$ cat config.mk
export PLATFORM = sky130hd
export DESIGN_NAME = vmx_cracker
export DESIGN_NICKNAME = d
export VERILOG_FILES = /design/src/rtl/vmx_pkg.sv /design/src/rtl/vmx_plan.sv /design/src/rtl/vmx_uop_gen.sv /design/src/rtl/vmx_cracker.sv
export SDC_FILE = /design/constraint.sdc
export NUM_CORES = 1
export LEC_CHECK = 0
export ABC_AREA = 1
export ABC_CLOCK_PERIOD_IN_PS = 5600
export BUFFER_PORTS_ARGS = -buffer_cell sky130_fd_sc_hd__buf_2
export CORE_MARGIN = 2
export CORE_UTILIZATION = 40
export CTS_CLUSTER_DIAMETER = 150
export DETAILED_ROUTE_END_ITERATION = 16
export GPL_TIMING_DRIVEN = 0
export PLACE_DENSITY = 0.72
export SETUP_SLACK_MARGIN = 0.3
export SKIP_CTS_REPAIR_TIMING = 1
export SLEW_MARGIN = 20
export SYNTH_ARGS = -nofsm -noshare
export SYNTH_HDL_FRONTEND = slang
export SYNTH_SLANG_ARGS = --single-unit
$ cat constraint.sdc
create_clock -name clk -period 5.6 [get_ports clk]
set_clock_uncertainty 0.1 [all_clocks]
set_input_delay 0.28 -clock clk [delete_from_list [all_inputs] [get_ports clk]]
set_output_delay 0.28 -clock clk [all_outputs]
set_load 0.05 [all_outputs]
$ cat src/rtl/vmx_pkg.sv
package vmx_pkg;
  localparam int VD_W   = 5;
  localparam int GPR_W  = 4;
  localparam int CNT_W  = 3;
  localparam int RIDX_W = 7;
  localparam int IMM_W  = 8;
  localparam int ESZ_W  = 2;
  localparam int AL_W   = 2;
  localparam int INC_W  = 2;
  localparam int STEP_W = 3;

  typedef enum logic [2:0] {
    K_NONE   = 3'd0,
    K_MEM_LD = 3'd1,
    K_MEM_ST = 3'd2,
    K_DEINT  = 3'd3,
    K_INTER  = 3'd4,
    K_WB_IMM = 3'd5,
    K_WB_REG = 3'd6,
    K_UNDEF  = 3'd7
  } uop_kind_e;

  typedef struct packed {
    logic              store;
    logic [CNT_W-1:0]  regs;
    logic [CNT_W-1:0]  elems;
    logic [ESZ_W-1:0]  esize;
    logic [VD_W-1:0]   vd;
    logic [INC_W-1:0]  inc;
    logic [AL_W-1:0]   align;
    logic [GPR_W-1:0]  rn;
    logic [GPR_W-1:0]  rm;
  } vmx_cmd_t;

  typedef struct packed {
    uop_kind_e         kind;
    logic [RIDX_W-1:0] dreg;
    logic [RIDX_W-1:0] sreg;
    logic [GPR_W-1:0]  base;
    logic [IMM_W-1:0]  imm;
    logic              wide;
    logic [AL_W-1:0]   align;
    logic              chk;
    logic [ESZ_W-1:0]  esize;
    logic [CNT_W-1:0]  elems;
    logic              last;
  } vmx_uop_t;
endpackage

$ cat src/rtl/vmx_plan.sv
module vmx_plan import vmx_pkg::*; #(
  parameter int NO_WB_CODE = 15
) (
  input  logic [CNT_W-1:0]  regs,
  input  logic [CNT_W-1:0]  elems,
  input  logic [GPR_W-1:0]  rm,
  output logic              legal,
  output logic [1:0]        n_mem,
  output logic [1:0]        n_shuf,
  output logic              has_wb,
  output logic [STEP_W-1:0] total
);
  always_comb begin
    logic in_range;
    logic multiple;
    in_range = (regs >= 3'd1) && (regs <= 3'd4) && (elems >= 3'd1) && (elems <= 3'd4);
    case (elems)
      3'd1:    multiple = 1'b1;
      3'd2:    multiple = !regs[0];
      3'd3:    multiple = (regs == 3'd3);
      3'd4:    multiple = (regs == 3'd4);
      default: multiple = 1'b0;
    endcase
    legal = in_range && multiple;
    n_mem = (regs > 3'd2) ? 2'd2 : 2'd1;
    case (elems)
      3'd2:      n_shuf = regs[2:1];
      3'd3, 3'd4: n_shuf = 2'd1;
      default:   n_shuf = 2'd0;
    endcase
    has_wb = (rm != GPR_W'(NO_WB_CODE));
    total  = legal ? (STEP_W'(n_mem) + STEP_W'(has_wb) + STEP_W'(n_shuf)) : STEP_W'(1);
  end
endmodule

$ cat src/rtl/vmx_uop_gen.sv
module vmx_uop_gen import vmx_pkg::*; #(
  parameter int SCRATCH_BASE = 64,
  parameter int IMM_WB_CODE  = 13
) (
  input  vmx_cmd_t          cmd,
  input  logic              legal,
  input  logic [1:0]        n_mem,
  input  logic [1:0]        n_shuf,
  input  logic              has_wb,
  input  logic [STEP_W-1:0] total,
  input  logic [STEP_W-1:0] step,
  output vmx_uop_t          uop
);
  localparam logic [RIDX_W-1:0] SCR = RIDX_W'(SCRATCH_BASE);
  typedef enum logic [1:0] {C_MEM, C_WB, C_SHUF} cls_e;

  always_comb begin
    cls_e              cls;
    logic [STEP_W-1:0] idx, nm, ns, nw;
    logic [RIDX_W-1:0] stage, vpair, scr;
    nm  = STEP_W'(n_mem);
    ns  = STEP_W'(n_shuf);
    nw  = STEP_W'(has_wb);
    cls = C_MEM;
    idx = '0;
    if (!cmd.store) begin
      if (step < nm)           begin cls = C_MEM;  idx = step; end
      else if (step < nm + nw) begin cls = C_WB; end
      else                     begin cls = C_SHUF; idx = step - nm - nw; end
    end else begin
      if (step < ns)           begin cls = C_SHUF; idx = step; end
      else if (step < ns + nm) begin cls = C_MEM;  idx = step - ns; end
      else                     begin cls = C_WB; end
    end
    stage = (cmd.elems > 3'd1) ? SCR : RIDX_W'({cmd.vd, 1'b0});
    vpair = RIDX_W'({cmd.vd, 1'b0}) + RIDX_W'({idx, 1'b0});
    scr   = SCR + RIDX_W'({idx, 2'b00});

    uop       = '0;
    uop.esize = cmd.esize;
    if (!legal) begin
      uop.kind = K_UNDEF;
    end else begin
      case (cls)
        C_MEM: begin
          uop.kind  = cmd.store ? K_MEM_ST : K_MEM_LD;
          uop.dreg  = stage + RIDX_W'({idx, 2'b00});
          uop.base  = cmd.rn;
          uop.imm   = (idx == '0) ? IMM_W'(0) : IMM_W'(16);
          uop.wide  = (idx == '0) ? (cmd.regs >= 3'd2) : (cmd.regs == 3'd4);
          uop.chk   = (idx == '0);
          uop.align = (idx == '0) ? cmd.align : '0;
        end
        C_SHUF: begin
          uop.kind  = cmd.store ? K_INTER : K_DEINT;
          uop.dreg  = cmd.store ? scr : vpair;
          uop.sreg  = cmd.store ? vpair : scr;
          uop.imm   = IMM_W'({cmd.inc, 1'b0});
          uop.elems = cmd.elems;
        end
        default: begin
          uop.base = cmd.rn;
          if (cmd.rm == GPR_W'(IMM_WB_CODE)) begin
            uop.kind = K_WB_IMM;
            uop.imm  = IMM_W'({cmd.regs, 3'b000});
          end else begin
            uop.kind = K_WB_REG;
            uop.sreg = RIDX_W'(cmd.rm);
          end
        end
      endcase
    end
    uop.last = (step == total - STEP_W'(1));
  end
endmodule

$ cat src/rtl/vmx_cracker.sv
module vmx_cracker import vmx_pkg::*; #(
  parameter int SCRATCH_BASE = 64,
  parameter int NO_WB_CODE   = 15,
  parameter int IMM_WB_CODE  = 13
) (
  input  logic              clk,
  input  logic              rst,
  input  logic              start,
  input  logic              is_store,
  input  logic [CNT_W-1:0]  regs,
  input  logic [CNT_W-1:0]  elems,
  input  logic [ESZ_W-1:0]  esize,
  input  logic [VD_W-1:0]   vd,
  input  logic [INC_W-1:0]  inc,
  input  logic [AL_W-1:0]   align,
  input  logic [GPR_W-1:0]  rn,
  input  logic [GPR_W-1:0]  rm,
  output logic              busy,
  output logic              uop_valid,
  output logic [2:0]        uop_kind,
  output logic [RIDX_W-1:0] uop_dreg,
  output logic [RIDX_W-1:0] uop_sreg,
  output logic [GPR_W-1:0]  uop_base,
  output logic [IMM_W-1:0]  uop_imm,
  output logic              uop_wide,
  output logic [AL_W-1:0]   uop_align,
  output logic              uop_align_chk,
  output logic [ESZ_W-1:0]  uop_esize,
  output logic [CNT_W-1:0]  uop_elems,
  output logic              uop_last,
  output logic              uop_delay
);
  vmx_cmd_t          cmd_q;
  vmx_uop_t          nxt, out_q;
  logic [STEP_W-1:0] step_q, total;
  logic [1:0]        n_mem, n_shuf;
  logic              legal, has_wb;

  vmx_plan #(.NO_WB_CODE(NO_WB_CODE)) u_plan (
    .regs(cmd_q.regs), .elems(cmd_q.elems), .rm(cmd_q.rm),
    .legal(legal), .n_mem(n_mem), .n_shuf(n_shuf), .has_wb(has_wb), .total(total)
  );

  vmx_uop_gen #(.SCRATCH_BASE(SCRATCH_BASE), .IMM_WB_CODE(IMM_WB_CODE)) u_gen (
    .cmd(cmd_q), .legal(legal), .n_mem(n_mem), .n_shuf(n_shuf), .has_wb(has_wb),
    .total(total), .step(step_q), .uop(nxt)
  );

  always_ff @(posedge clk) begin
    if (rst) begin
      busy      <= 1'b0;
      uop_valid <= 1'b0;
      step_q    <= '0;
      cmd_q     <= '0;
      out_q     <= '0;
    end else begin
      uop_valid <= 1'b0;
      if (!busy && start) begin
        cmd_q  <= '{store: is_store, regs: regs, elems: elems, esize: esize, vd: vd,
                    inc: inc, align: align, rn: rn, rm: rm};
        busy   <= 1'b1;
        step_q <= '0;
      end else if (busy) begin
        out_q     <= nxt;
        uop_valid <= 1'b1;
        step_q    <= step_q + STEP_W'(1);
        if (nxt.last) busy <= 1'b0;
      end
    end
  end

  assign uop_kind      = out_q.kind;
  assign uop_dreg      = out_q.dreg;
  assign uop_sreg      = out_q.sreg;
  assign uop_base      = out_q.base;
  assign uop_imm       = out_q.imm;
  assign uop_wide      = out_q.wide;
  assign uop_align     = out_q.align;
  assign uop_align_chk = out_q.chk;
  assign uop_esize     = out_q.esize;
  assign uop_elems     = out_q.elems;
  assign uop_last      = out_q.last;
  assign uop_delay     = !out_q.last;
endmodule

Word level (Yosys, flattened, before mapping)
Cells that the tools add are included.
{"block": "word_totals", "register_bits": 70, "wordCells": 108}
{"block": "classes", "n_addsub": 11, "order_cmp": 11, "eq_ne": 10, "muxes": 39, "n_bitwise": 1, "reduce_logical": 13}
{"cell": "two-way mux 3 bit", "count": 10}
{"cell": "two-way mux 30 bit", "count": 1}
{"cell": "case mux 7 bit (2 select lines)", "count": 2}
{"cell": "two-way mux 7 bit", "count": 3}
{"cell": "two-way mux 2 bit", "count": 8}
{"cell": "case mux 8 bit (2 select lines)", "count": 1}
{"cell": "two-way mux 4 bit", "count": 3}
{"cell": "== test 3 x 2 -> 1 bit (second input constant)", "count": 3}
{"cell": "adder 6 x 4 -> 7 bit", "count": 1}
{"cell": "adder 7 x 5 -> 7 bit", "count": 1}
{"cell": "adder 7 x 5 -> 7 bit (first input constant)", "count": 1}
{"cell": "== test 3 bit (second input constant)", "count": 2}
{"cell": "greater-or-equal comparator 3 x 1 -> 1 bit (second input constant)", "count": 2}
{"cell": "<= comparator 3 bit (second input constant)", "count": 2}
{"cell": "< comparator 3 x 2 -> 1 bit", "count": 2}
{"cell": "< comparator 3 bit", "count": 2}
{"cell": "two-way mux 1 bit", "count": 6}
{"cell": "two-way mux 6 bit", "count": 1}
{"cell": "case mux 3 bit (2 select lines)", "count": 1}
{"cell": "subtractor 3 x 2 -> 3 bit", "count": 2}
{"cell": "logical AND 1 bit", "count": 5}
{"cell": "two-way mux 5 bit", "count": 1}
{"cell": "== test 4 bit (second input constant)", "count": 1}
{"cell": "!= test 4 bit (second input constant)", "count": 1}
{"cell": "20 further kinds", "count": 23}

Depth between registers and ports, before layout
Gate-level depths: netlist of run 1.
{"block": "logic_depth", "word_depth": 12, "depth_mapped": 25, "depth_no_buf": 25}

Modules after synthesis
From an unflattened synthesis of run 1, not the netlist that was laid out.
{"block": "hier_totals", "cells_unflattened": 662, "hier_area_um2": 4483.0}
{"module": "vmx_cracker", "instances": 1, "cells_each": 361, "area_each_um2": 2752.6, "seq_area_each_um2": 1401.3}
{"module": "vmx_uop_gen", "instances": 1, "cells_each": 261, "area_each_um2": 1520.2, "seq_area_each_um2": 0.0}
{"module": "vmx_plan", "instances": 1, "cells_each": 40, "area_each_um2": 210.2, "seq_area_each_um2": 0.0}

Least setup slack after synthesis of run 1
OpenSTA, ideal clock, no wires.
{"block": "synth_timing", "path_type": "register to register", "startpoint": "reg cmd_q[22] (netlist name)", "endpoint": "reg out_q, in the netlist uop_dreg[5]", "setup_ps": 71, "t_arrival_ps": 3750, "required_ps": 5429, "slack_ps": 1680, "stages_incl_launch_ff": 25, "path_cell_list": "dfxtp_1 nand2_1 nand2_1 inv_1 ha_1 inv_1 fa_1 ha_1 nand2_1 inv_1 a21oi_1 nand2_1 nand2_1 nand2_1 inv_1 ha_1 inv_1 fa_1 or2_2 a21oi_1 xor2_1 nand3_1 o21ai_2 nand2_1 a21oi_1"}
{"block": "synth_between", "elab_chain_cells": 11, "word_cells_on_any_way": 37}
{"element": "start: declaration", "line_no": "vmx_cracker.sv:33", "source": "vmx_cmd_t cmd_q;"}
{"element": "start signal: assignment", "line_no": "vmx_cracker.sv:59", "source": "cmd_q <= '{store: is_store, regs: regs, elems: elems, esize: esize, vd: vd,"}
{"element": "> comparator 3 x 2 -> 1 bit", "line_no": "vmx_plan.sv:25", "source": "n_mem = (regs > 3'd2) ? 2'd2 : 2'd1;"}
{"element": "two-way mux 2 bit", "line_no": "vmx_plan.sv:25"}
{"element": "subtractor 3 x 2 -> 3 bit, or another cell as far along", "line_no": "vmx_uop_gen.sv:29", "source": "else begin cls = C_SHUF; idx = step - nm - nw; end"}
{"element": "subtractor 3 x 1 -> 3 bit, or another cell as far along", "line_no": "vmx_uop_gen.sv:29"}
{"element": "two-way mux 3 bit, on equally long branches", "line_no": "vmx_uop_gen.sv:28, vmx_uop_gen.sv:32"}
{"element": "two-way mux 3 bit, on equally long branches", "line_no": "vmx_uop_gen.sv:27, vmx_uop_gen.sv:31"}
{"element": "two-way mux 3 bit", "line_no": "vmx_uop_gen.sv:26", "source": "if (!cmd.store) begin"}
{"element": "adder 7 x 5 -> 7 bit or adder 6 x 4 -> 7 bit (tied branches)", "line_no": "vmx_uop_gen.sv:37, vmx_uop_gen.sv:36"}
{"element": "two-way mux 7 bit", "line_no": "vmx_uop_gen.sv:56", "source": "uop.dreg = cmd.store ? scr : vpair;"}
{"element": "case mux 7 bit (2 select lines)", "line_no": "vmx_uop_gen.sv:44", "source": "case (cls)"}
{"element": "two-way mux 30 bit (*)", "line_no": "vmx_uop_gen.sv:41", "source": "if (!legal) begin"}
{"element": "end signal: assignment", "line_no": "vmx_cracker.sv:64", "source": "out_q <= nxt;"}
{"element": "end: declaration", "line_no": "vmx_cracker.sv:34", "source": "vmx_uop_t nxt, out_q;"}
Every way passes the cells marked *; elsewhere a longest branch is shown, timed or not.
A chain may end at the register's enable or synchronous reset.

Worst setup path in the final report of run 1
{"block": "layout_timing", "startpoint": "reg cmd_q[20] (netlist name)", "endpoint": "reg out_q, in the netlist uop_dreg[5]"}
{"block": "layout_between", "elab_chain_cells": 12, "word_cells_on_any_way": 32}
{"element": "== test 3 x 2 -> 1 bit or == test 3 bit (tied branches)", "line_no": "vmx_plan.sv:17, vmx_plan.sv:26"}
{"element": "OR reduction 2 bit", "line_no": "vmx_plan.sv:26", "source": "case (elems)"}
{"element": "case mux 2 bit (2 select lines)", "line_no": "vmx_plan.sv:26"}
{"element": "adder 2 x 2 -> 3 bit", "line_no": "vmx_uop_gen.sv:32", "source": "else if (step < ns + nm) begin cls = C_MEM; idx = step - ns; end"}
{"element": "< comparator 3 bit", "line_no": "vmx_uop_gen.sv:32"}
{"element": "two-way mux 3 bit", "line_no": "vmx_uop_gen.sv:32"}
{"element": "two-way mux 3 bit", "line_no": "vmx_uop_gen.sv:31", "source": "if (step < ns) begin cls = C_SHUF; idx = step; end"}
{"element": "two-way mux 3 bit", "line_no": "vmx_uop_gen.sv:26"}
{"element": "adder 7 x 5 -> 7 bit or adder 6 x 4 -> 7 bit (tied branches)", "line_no": "vmx_uop_gen.sv:37, vmx_uop_gen.sv:36"}
{"element": "two-way mux 7 bit", "line_no": "vmx_uop_gen.sv:56"}
{"element": "case mux 7 bit (2 select lines)", "line_no": "vmx_uop_gen.sv:44"}
{"element": "two-way mux 30 bit (*)", "line_no": "vmx_uop_gen.sv:41"}
Marks and branches as above.

==> flow_metrics.py, run 1 <==
metrics = {
    "synthesis": {
        "yosys_register_bits": 66,
        "async_flop_share": 0,
        "synth_xor_xnor_area_share": 0.0182,
        "post_synth_main_area_contributors": "sky130_fd_sc_hd__dfxtp_1 (34%), sky130_fd_sc_hd__nand2_1 (11%), sky130_fd_sc_hd__ha_1 (6.5%), sky130_fd_sc_hd__a21oi_1 (6.3%), sky130_fd_sc_hd__o21ai_0 (5.1%)",
        "netlist_instances": 506,
        "synth.top_cell.area_share": 0.344,
        "biggest_area_consumer_among_synthesized_cells": "sky130_fd_sc_hd__dfxtp_1",
        "synth.area.mux_share": 0,
        "ys.warnings.count": 0,
        "synth_enable_flop_cells": 0,
        "yosys-top-cells-count": "sky130_fd_sc_hd__nand2_1 (113), sky130_fd_sc_hd__dfxtp_1 (66), sky130_fd_sc_hd__nor2_1 (52)",
        "post_synth_fa_ha_maj_area_fraction": 0.102,
        "top_reg_cell_synth": "sky130_fd_sc_hd__dfxtp_1",
        "yosysMostFrequentCell": "sky130_fd_sc_hd__nand2_1",
        "post_synth_instance_area_um2": 3840,
        "synthSimpleGateAreaFrac": 0.295,
        "postSynthAreaPerCell_um2": 7.60,
        "number_of_different_library_cells_in_the_post_synthesis_netlist": 41,
        "yosysSeqAreaShare": 0.344,
        "synth_compound_area_frac": 0.151,
        "dominant_combinational_cell_family_by_area_after_synthesis": "simple AND/OR/NAND/NOR gates",
    },
    "critical_path": {
        "timing.critical_path.depth": 25,
        "worst_path_max_delay_cell": "sky130_fd_sc_hd__fa_1",
        "cp_top_family": "adder cells",
        "required_ns": 5.78,
        "worstSetupPathType": "flop to flop",
        "cp-end-kind": "flop",
        "reg2regPathDepth": 25,
        "worst_path_largest_cell_delay_ns": 0.44,
        "worst_ep_arrival_time_ns": 4.86,
        "path_max_fanout": 5,
        "path_buf_inv": 6,
        "cp-start-kind": "flop",
    },
    "run_status": {
        "result_of_the_run": "complete, no violations",
    },
    "clocking": {
        "cts_buffers": 9,
        "htree_levels": 3,
        "clock-root-buffer": "sky130_fd_sc_hd__clkbuf_8",
        "worst_skew_pair.late_latency_ns": 0.35,
        "tritoncts": "built",
        "clock_path_buffers": 2,
        "cts_sinks": 66,
        "clock_transition_at_the_registers_of_the_reported_paths_ns": 0.08,
    },
    "floorplanning": {
        "core_area_um2": 9280,
        "initial_core_utilization": 0.414,
        "die_w_um": 102,
        "dieArea_um2": 10400,
        "height_of_the_die_um": 102,
        "core.rowCount": 35,
        "top_level_ports": 71,
    },
    "cells_and_area": {
        "fillers": 943,
        "drive_gt1_frac": 0.244,
        "layoutNonFillerInstCount": 720,
        "design.final.nets": 642,
        "num_antenna_cells": 0,
        "syn2layout_area_growth_pct": 18.2,
    },
    "detailed_routing": {
        "drc": 0,
        "avgRoutedWirePerCell_um": 14.0,
        "drt.antenna.violating_nets": 0,
        "detail_route.first_pass.iterations": 4,
        "avgViaCountPerCell": 5.01,
        "vias": 3604,
        "drt-total-wl_um": 10100,
        "drt_iter0_drcs": 189,
    },
    "timing": {
        "final_min_period_ns": 4.69,
        "setup_tns_ns": 0,
        "maxSlewHeadroom": 0.609,
        "setup_viol": 0,
        "final.period_utilization": 0.837,
        "final_max_slew_viol_count": 0,
        "timing_worst_slew_pin_value_ns": 0.586,
        "final.hold.worst_slack_ns": 0.0780,
        "finalHoldViolCount": 0,
        "max_freq_ghz": 0.213,
        "rsz0062_at_grt": "false",
    },
    "grt": {
        "grt_start_max_net_pins": 13,
        "via_count_of_the_first_global_routing_pass": 3389,
        "grt_first_pass_wirelength_um": 16500,
        "grt_antenna_before_repair": 0,
        "final_global_route_overflow_total": 0,
        "groute.usage.overall": 0.204,
    },
    "pwr": {
        "vdd.ir_drop.worst_uv": 217,
        "clock_power_share": 0.311,
        "p_total_mw": 1.28,
        "reported_leakage_power_nw": 2.12,
        "internal_power_uw": 810,
        "total_switching_power_uw": 471,
        "comb_power_share": 0.283,
        "power.sequential.fraction": 0.407,
        "sw_ratio": 0.368,
        "cellPowerDensity_nw_per_um2": 282,
    },
    "placed_design": {
        "post-dp-hpwl_um": 7940,
        "portBuffers": 66,
        "dpl.cell_count": 704,
        "finalWeightedCongestion": 0.916,
    },
    "worst_hold_path": {
        "holdPathStages": 3,
        "holdCritPathClass": "input port to flop",
    },
    "run": {
        "timing.max_cap.violations": 0,
    },
}
## tightest hold or removal path: cells and delay by family
| family | cells | cell delay (ns) |
|---|---|---|
| buffers and inverters | 1 | 0.07 |
| and+or+nand+nor | 1 | 0.08 |
| AOI/OAI and AO/OA | 1 | 0.07 |
## layout make-up
cell class              count  area [um^2]  share of cell area
inverters                  53          228              0.0501
plain buffers              23          119              0.0262
repair buffers             66          330              0.0727
clock buffers              12          165              0.0363
well taps                 129          161              0.0355
flip-flops and latches     66         1320               0.291
clock inverters             4         32.5             0.00716
multi-input cells         367         2190               0.481
## metal layers
metal | track usage | part of all wire | up-vias
li1 | - | - | 1791
met1 | 0.272 | 0.45 | 1660
met2 | 0.332 | 0.46 | 129
met3 | 0.0369 | 0.061 | 24
met4 | 0.0708 | 0.023 | 0
met5 | 0 | 0 | -
## power groups by stage
stage / Combinational [mW] / Clock (mW) / Sequential (mW)
CTS: 0.361 / 0.404 / 0.521
floorplan: 0.252 / 0 / 0.553
global route: 0.402 / 0.428 / 0.524
global placement: 0.352 / 0 / 0.531
finish: 0.362 / 0.398 / 0.521
detailed placement: 0.359 / 0 / 0.531
## metrics by stage
| step | utilization | instance area, um^2 | setup slack [ns] |
|---|---|---|---|
| after floorplan | - | 3850 | 1.68 |
| after global placement | 0.468 | 4350 | 1.02 |
| after detailed placement | 0.468 | 4350 | 0.997 |
| after CTS | 0.489 | 4540 | 0.948 |
| after global routing | 0.489 | 4540 | 0.490 |
| final | 0.489 | 4540 | 0.914 |
## registers in the layout, summed over array words and instances (netlist names), 2 cells and up
| signal | count |
|---|---|
| uop_sreg | 7 |
| uop_base | 4 |
| uop_dreg | 6 |
| uop_align | 2 |
| uop_imm | 5 |
| uop_kind | 3 |
| uop_esize | 2 |
| step_q | 3 |
| uop_elems | 3 |
| cmd_q | 26 |
## kinds of logic (layout without fill, tap and decap cells)
kind of cell,Yosys count,count (layout)
other cells,1,4
fa+ha+maj,27,27
simple gates,223,223
compound gates,105,105
xor+xnor,8,8
flops,66,66
buf+inv,76,158
## placed cells by master, fill, tap and decap left out, types with 2 or more instances in the layout
| cell | instances |
|---|---|
| sky130_fd_sc_hd__nand2_1 | 113 |
| sky130_fd_sc_hd__buf_2 | 68 |
| sky130_fd_sc_hd__dfxtp_1 | 66 |
| sky130_fd_sc_hd__nor2_1 | 52 |
| sky130_fd_sc_hd__a21oi_1 | 48 |
| sky130_fd_sc_hd__inv_1 | 41 |
| sky130_fd_sc_hd__o21ai_0 | 39 |
| sky130_fd_sc_hd__ha_1 | 20 |
| sky130_fd_sc_hd__nand3_1 | 17 |
| sky130_fd_sc_hd__clkbuf_1 | 13 |
| sky130_fd_sc_hd__clkbuf_8 | 12 |
| sky130_fd_sc_hd__xor2_1 | 7 |
| sky130_fd_sc_hd__fa_1 | 7 |
| sky130_fd_sc_hd__inv_2 | 6 |
| sky130_fd_sc_hd__nand3_2 | 6 |
| sky130_fd_sc_hd__nand2_2 | 6 |
| sky130_fd_sc_hd__nand4_1 | 6 |
| sky130_fd_sc_hd__buf_4 | 6 |
| sky130_fd_sc_hd__nor2_4 | 5 |
| sky130_fd_sc_hd__a21oi_2 | 5 |
| sky130_fd_sc_hd__nor2_8 | 5 |
| sky130_fd_sc_hd__inv_6 | 4 |
| sky130_fd_sc_hd__o21ai_1 | 4 |
| sky130_fd_sc_hd__conb_1 | 4 |
| sky130_fd_sc_hd__nor2_2 | 3 |
| sky130_fd_sc_hd__nand3_4 | 3 |
| sky130_fd_sc_hd__o21ai_2 | 3 |
| sky130_fd_sc_hd__nand2_4 | 2 |
| sky130_fd_sc_hd__or2_2 | 2 |
| sky130_fd_sc_hd__inv_4 | 2 |
| sky130_fd_sc_hd__nor3_1 | 2 |
| sky130_fd_sc_hd__a22oi_1 | 2 |
| sky130_fd_sc_hd__clkinvlp_4 | 2 |
## worst paths after layout
| path | start | end | slack, ns |
|---|---|---|---|
| min | align[0] | cmd_q[8]$_SDFFE_PP0P_ | 0.08 |
| max reg2reg | cmd_q[20]$_SDFFE_PP0P_ | uop_dreg[5]$_SDFFE_PP0P_ | 0.91 |
| max | cmd_q[20]$_SDFFE_PP0P_ | uop_dreg[5]$_SDFFE_PP0P_ | 0.91 |
| min reg2reg | cmd_q[11]$_SDFFE_PP0P_ | uop_imm[2]$_SDFFE_PP0P_ | 0.36 |
Power figures use the tool's default switching activity.
==> run 2, diff against run 1 <==
--- a/config.mk
+++ b/config.mk
@@ -6,14 +6,14 @@
 export NUM_CORES = 1
 export LEC_CHECK = 0
 export ABC_AREA = 1
-export ABC_CLOCK_PERIOD_IN_PS = 5600
+export ABC_CLOCK_PERIOD_IN_PS = 3850
 export BUFFER_PORTS_ARGS = -buffer_cell sky130_fd_sc_hd__buf_2
 export CORE_MARGIN = 2
 export CORE_UTILIZATION = 40
 export CTS_CLUSTER_DIAMETER = 150
 export DETAILED_ROUTE_END_ITERATION = 16
 export GPL_TIMING_DRIVEN = 0
-export PLACE_DENSITY = 0.72
+export PLACE_DENSITY = 0.74
 export SETUP_SLACK_MARGIN = 0.3
 export SKIP_CTS_REPAIR_TIMING = 1
 export SLEW_MARGIN = 20
==> constraint.sdc (replaced) <==
create_clock -name clk -period 3.85 [get_ports clk]
set_clock_uncertainty 0.1 [all_clocks]
set_input_delay 0.1925 -clock clk [delete_from_list [all_inputs] [get_ports clk]]
set_output_delay 0.1925 -clock clk [all_outputs]
set_load 0.05 [all_outputs]
==> run 2 against run 1 <==
Compared with the run above:
- the run now ends with hold timing, setup timing left
- global-route usage grew 0.16 points
- first-iteration DRC count shrank 6.9%
- combinational power grew 69%
- largest cell class unchanged
- via count grew 3.1%
- fmax grew 22%
- cell count grew 3.2%
- die area is the same
- highest routed layer unchanged
- wire length grew 7.1%
==> flow_metrics.py, run 2 (same netlist as run 1, synthesis figures left out) <==
metrics = {
    "cells_and_area": {
        "largest-register": "cmd_q",
        "largest_reg_flops": 26,
        "finalCoreUtilization": 0.523,
        "mostFrequentLayoutCell": "sky130_fd_sc_hd__nand2_1",
        "fillers": 908,
        "drive_gt1_frac": 0.329,
        "num_antenna_cells": 0,
        "syn2layout_area_growth_pct": 26.3,
        "design.final.nets": 665,
        "layoutNonFillerInstCount": 743,
        "layout_common_cells": "sky130_fd_sc_hd__nand2_1 (106), sky130_fd_sc_hd__buf_2 (68), sky130_fd_sc_hd__dfxtp_1 (60)",
    },
    "timing": {
        "final.hold.worst_slack_ns": -0.00730,
        "setup_viol": 1,
        "setup_tns_ns": -0.00228,
        "final_min_period_ns": 3.85,
        "postLayoutSetupSlackWorst_ns": -0.00228,
        "maxSlewHeadroom": 0.583,
        "finalHoldViolCount": 4,
        "final_max_slew_viol_count": 0,
        "final.period_utilization": 1.00,
        "timing_worst_slew_pin_value_ns": 0.625,
        "max_freq_ghz": 0.260,
        "rsz0062_at_grt": "true",
    },
    "critical_path": {
        "cp-end-kind": "flop",
        "reg2regPathDepth": 24,
        "ff2ff_setup_slack_ns": -0.002,
        "crit_path_start": "cmd_q[20]$_SDFFE_PP0P_",
        "r2r-end": "uop_sreg[5]$_SDFFE_PP0P_",
        "critical_path.reg2reg.startpoint": "cmd_q[20]$_SDFFE_PP0P_",
        "worst_path_max_delay_cell": "sky130_fd_sc_hd__fa_1",
        "path_max_fanout": 4,
        "cp_cell_sequence": "inv_6, nand2_4, inv_6, a21oi_4, ha_2, inv_2, fa_1, ha_1, nand2_1, inv_2, a21oi_2, nand2_1, nand2_2, nand2_4, inv_4, ha_4, inv_2, fa_2, or2_4, a21oi_4, xor2_2, buf_4, nand4_1, a21oi_1",
        "critPathMostFrequentCell": "sky130_fd_sc_hd__inv_2",
        "worst_path_largest_cell_delay_ns": 0.44,
        "required_ns": 4.03,
        "endpoint": "uop_sreg[5]$_SDFFE_PP0P_",
        "worst_ep_arrival_time_ns": 4.03,
        "worstSetupPathType": "flop to flop",
        "cp-start-kind": "flop",
    },
    "placed_design": {
        "dpl.cell_count": 704,
        "finalWeightedCongestion": 0.922,
        "portBuffers": 66,
        "post-dp-hpwl_um": 8030,
        "worst_slack_after_detailed_placement_ns": -0.268,
    },
    "floorplanning": {
        "height_of_the_die_um": 102,
        "top_level_ports": 71,
        "initial_core_utilization": 0.414,
        "core_area_um2": 9280,
        "dieArea_um2": 10400,
        "core.rowCount": 35,
        "die_w_um": 102,
    },
    "detailed_routing": {
        "drt-total-wl_um": 10800,
        "detail_route.first_pass.iterations": 5,
        "avgViaCountPerCell": 5.00,
        "vias": 3716,
        "drt_iter0_drcs": 176,
        "drt.antenna.violating_nets": 0,
        "avgRoutedWirePerCell_um": 14.5,
        "drc": 0,
    },
    "clocking": {
        "clock-root-buffer": "sky130_fd_sc_hd__clkbuf_8",
        "worst_skew_pair.late_latency_ns": 0.35,
        "cts_sinks": 66,
        "htree_levels": 3,
        "cts_buffers": 9,
        "clock_path_buffers": 2,
        "clock_transition_at_the_registers_of_the_reported_paths_ns": 0.08,
        "tritoncts": "built",
    },
    "pwr": {
        "vdd.ir_drop.worst_uv": 323,
        "reported_leakage_power_nw": 2.24,
        "cellPowerDensity_nw_per_um2": 389,
        "p_total_mw": 1.89,
    },
    "run_status": {
        "violated_checks": "hold timing, setup timing",
        "result_of_the_run": "finished with violations",
    },
    "grt": {
        "via_count_of_the_first_global_routing_pass": 3424,
        "grt_first_pass_wirelength_um": 16700,
        "grt_start_max_net_pins": 13,
        "groute.usage.overall": 0.205,
        "final_global_route_overflow_total": 0,
        "grt_antenna_before_repair": 0,
    },
    "worst_hold_path": {
        "holdCritPathClass": "input port to flop",
        "holdPathStages": 3,
    },
    "run": {
        "timing.max_cap.violations": 0,
    },
}
==> run 2: cell types whose count changed in the layout (fill, tap and decap cells not counted), sizes merged <==
cell         previous run  this run
clkbuf                 25        23
dlygate4sd3             0         1
inv                    53        52
clkinv                  1         4
buf                    76        98
==> run 2: routing by layer <==
metal / vias to the layer above / global-route usage / share of wire
met4: 0 / 0.0667 / 0.022
met2: 126 / 0.336 / 0.50
met5: - / 0 / 0
met3: 25 / 0.0424 / 0.059
li1: 1838 / - / -
met1: 1727 / 0.272 / 0.42
==> run 2: worst min-delay path by stage <==
stage                                 startpoint                       to  slack, ns
after global placement                  esize[0]   cmd_q[17]$_SDFFE_PP0P_       0.34
after global routing                       rn[1]    cmd_q[5]$_SDFFE_PP0P_      0.004
after floorplan                          regs[0]   cmd_q[22]$_SDFFE_PP0P_       0.26
final                                      rn[3]    cmd_q[7]$_SDFFE_PP0P_     -0.007
after CTS                               esize[1]   cmd_q[18]$_SDFFE_PP0P_      -0.01
after detailed placement  cmd_q[10]$_SDFFE_PP0P_  uop_imm[1]$_SDFFE_PP0P_       0.35
==> run 2: power breakdown <==
group          leakage [nW]  internal, mW  total, mW  switching [mW]
Combinational          1.61         0.211      0.610           0.399
Clock                0.0827         0.235      0.521           0.286
Sequential            0.543         0.723      0.760          0.0369
Total                  2.24          1.17       1.89           0.722
==> run 2: final cells by class <==
class	instances	area, um^2	share of cell area
timing repair buffer	89	505	0.104
inverter	53	245	0.0505
multi-input combinational	367	2320	0.477
tap	129	161	0.0332
buffer	23	119	0.0245
clock buffer	10	128	0.0263
sequential	66	1340	0.276
clock inverter	6	42.5	0.00876
==> run 2: metrics by stage <==
| step | instance area (um^2) | hold WS (ns) |
|---|---|---|
| 6_report | 4860 | -0.00730 |
| 3_3_place_gp | 4400 | 0.345 |
| 2_1_floorplan | 3910 | 0.259 |
| 3_5_place_dp | 4400 | 0.351 |
| 5_1_grt | 4860 | 0.00353 |
| 4_1_cts | 4570 | -0.0120 |
==> run 2: critical path, delay by kind of cell, from the launching register on <==
| kind | cells | cell delay (ns) |
|---|---|---|
| buffers and inverters | 7 | 0.40 |
| flip-flops | 1 | 0.38 |
| AND/OR/NAND/NOR | 7 | 0.77 |
| XOR/XNOR | 1 | 0.16 |
| AO/OA/AOI/OAI | 4 | 0.57 |
| adder cells (fa/ha/maj) | 5 | 1.39 |
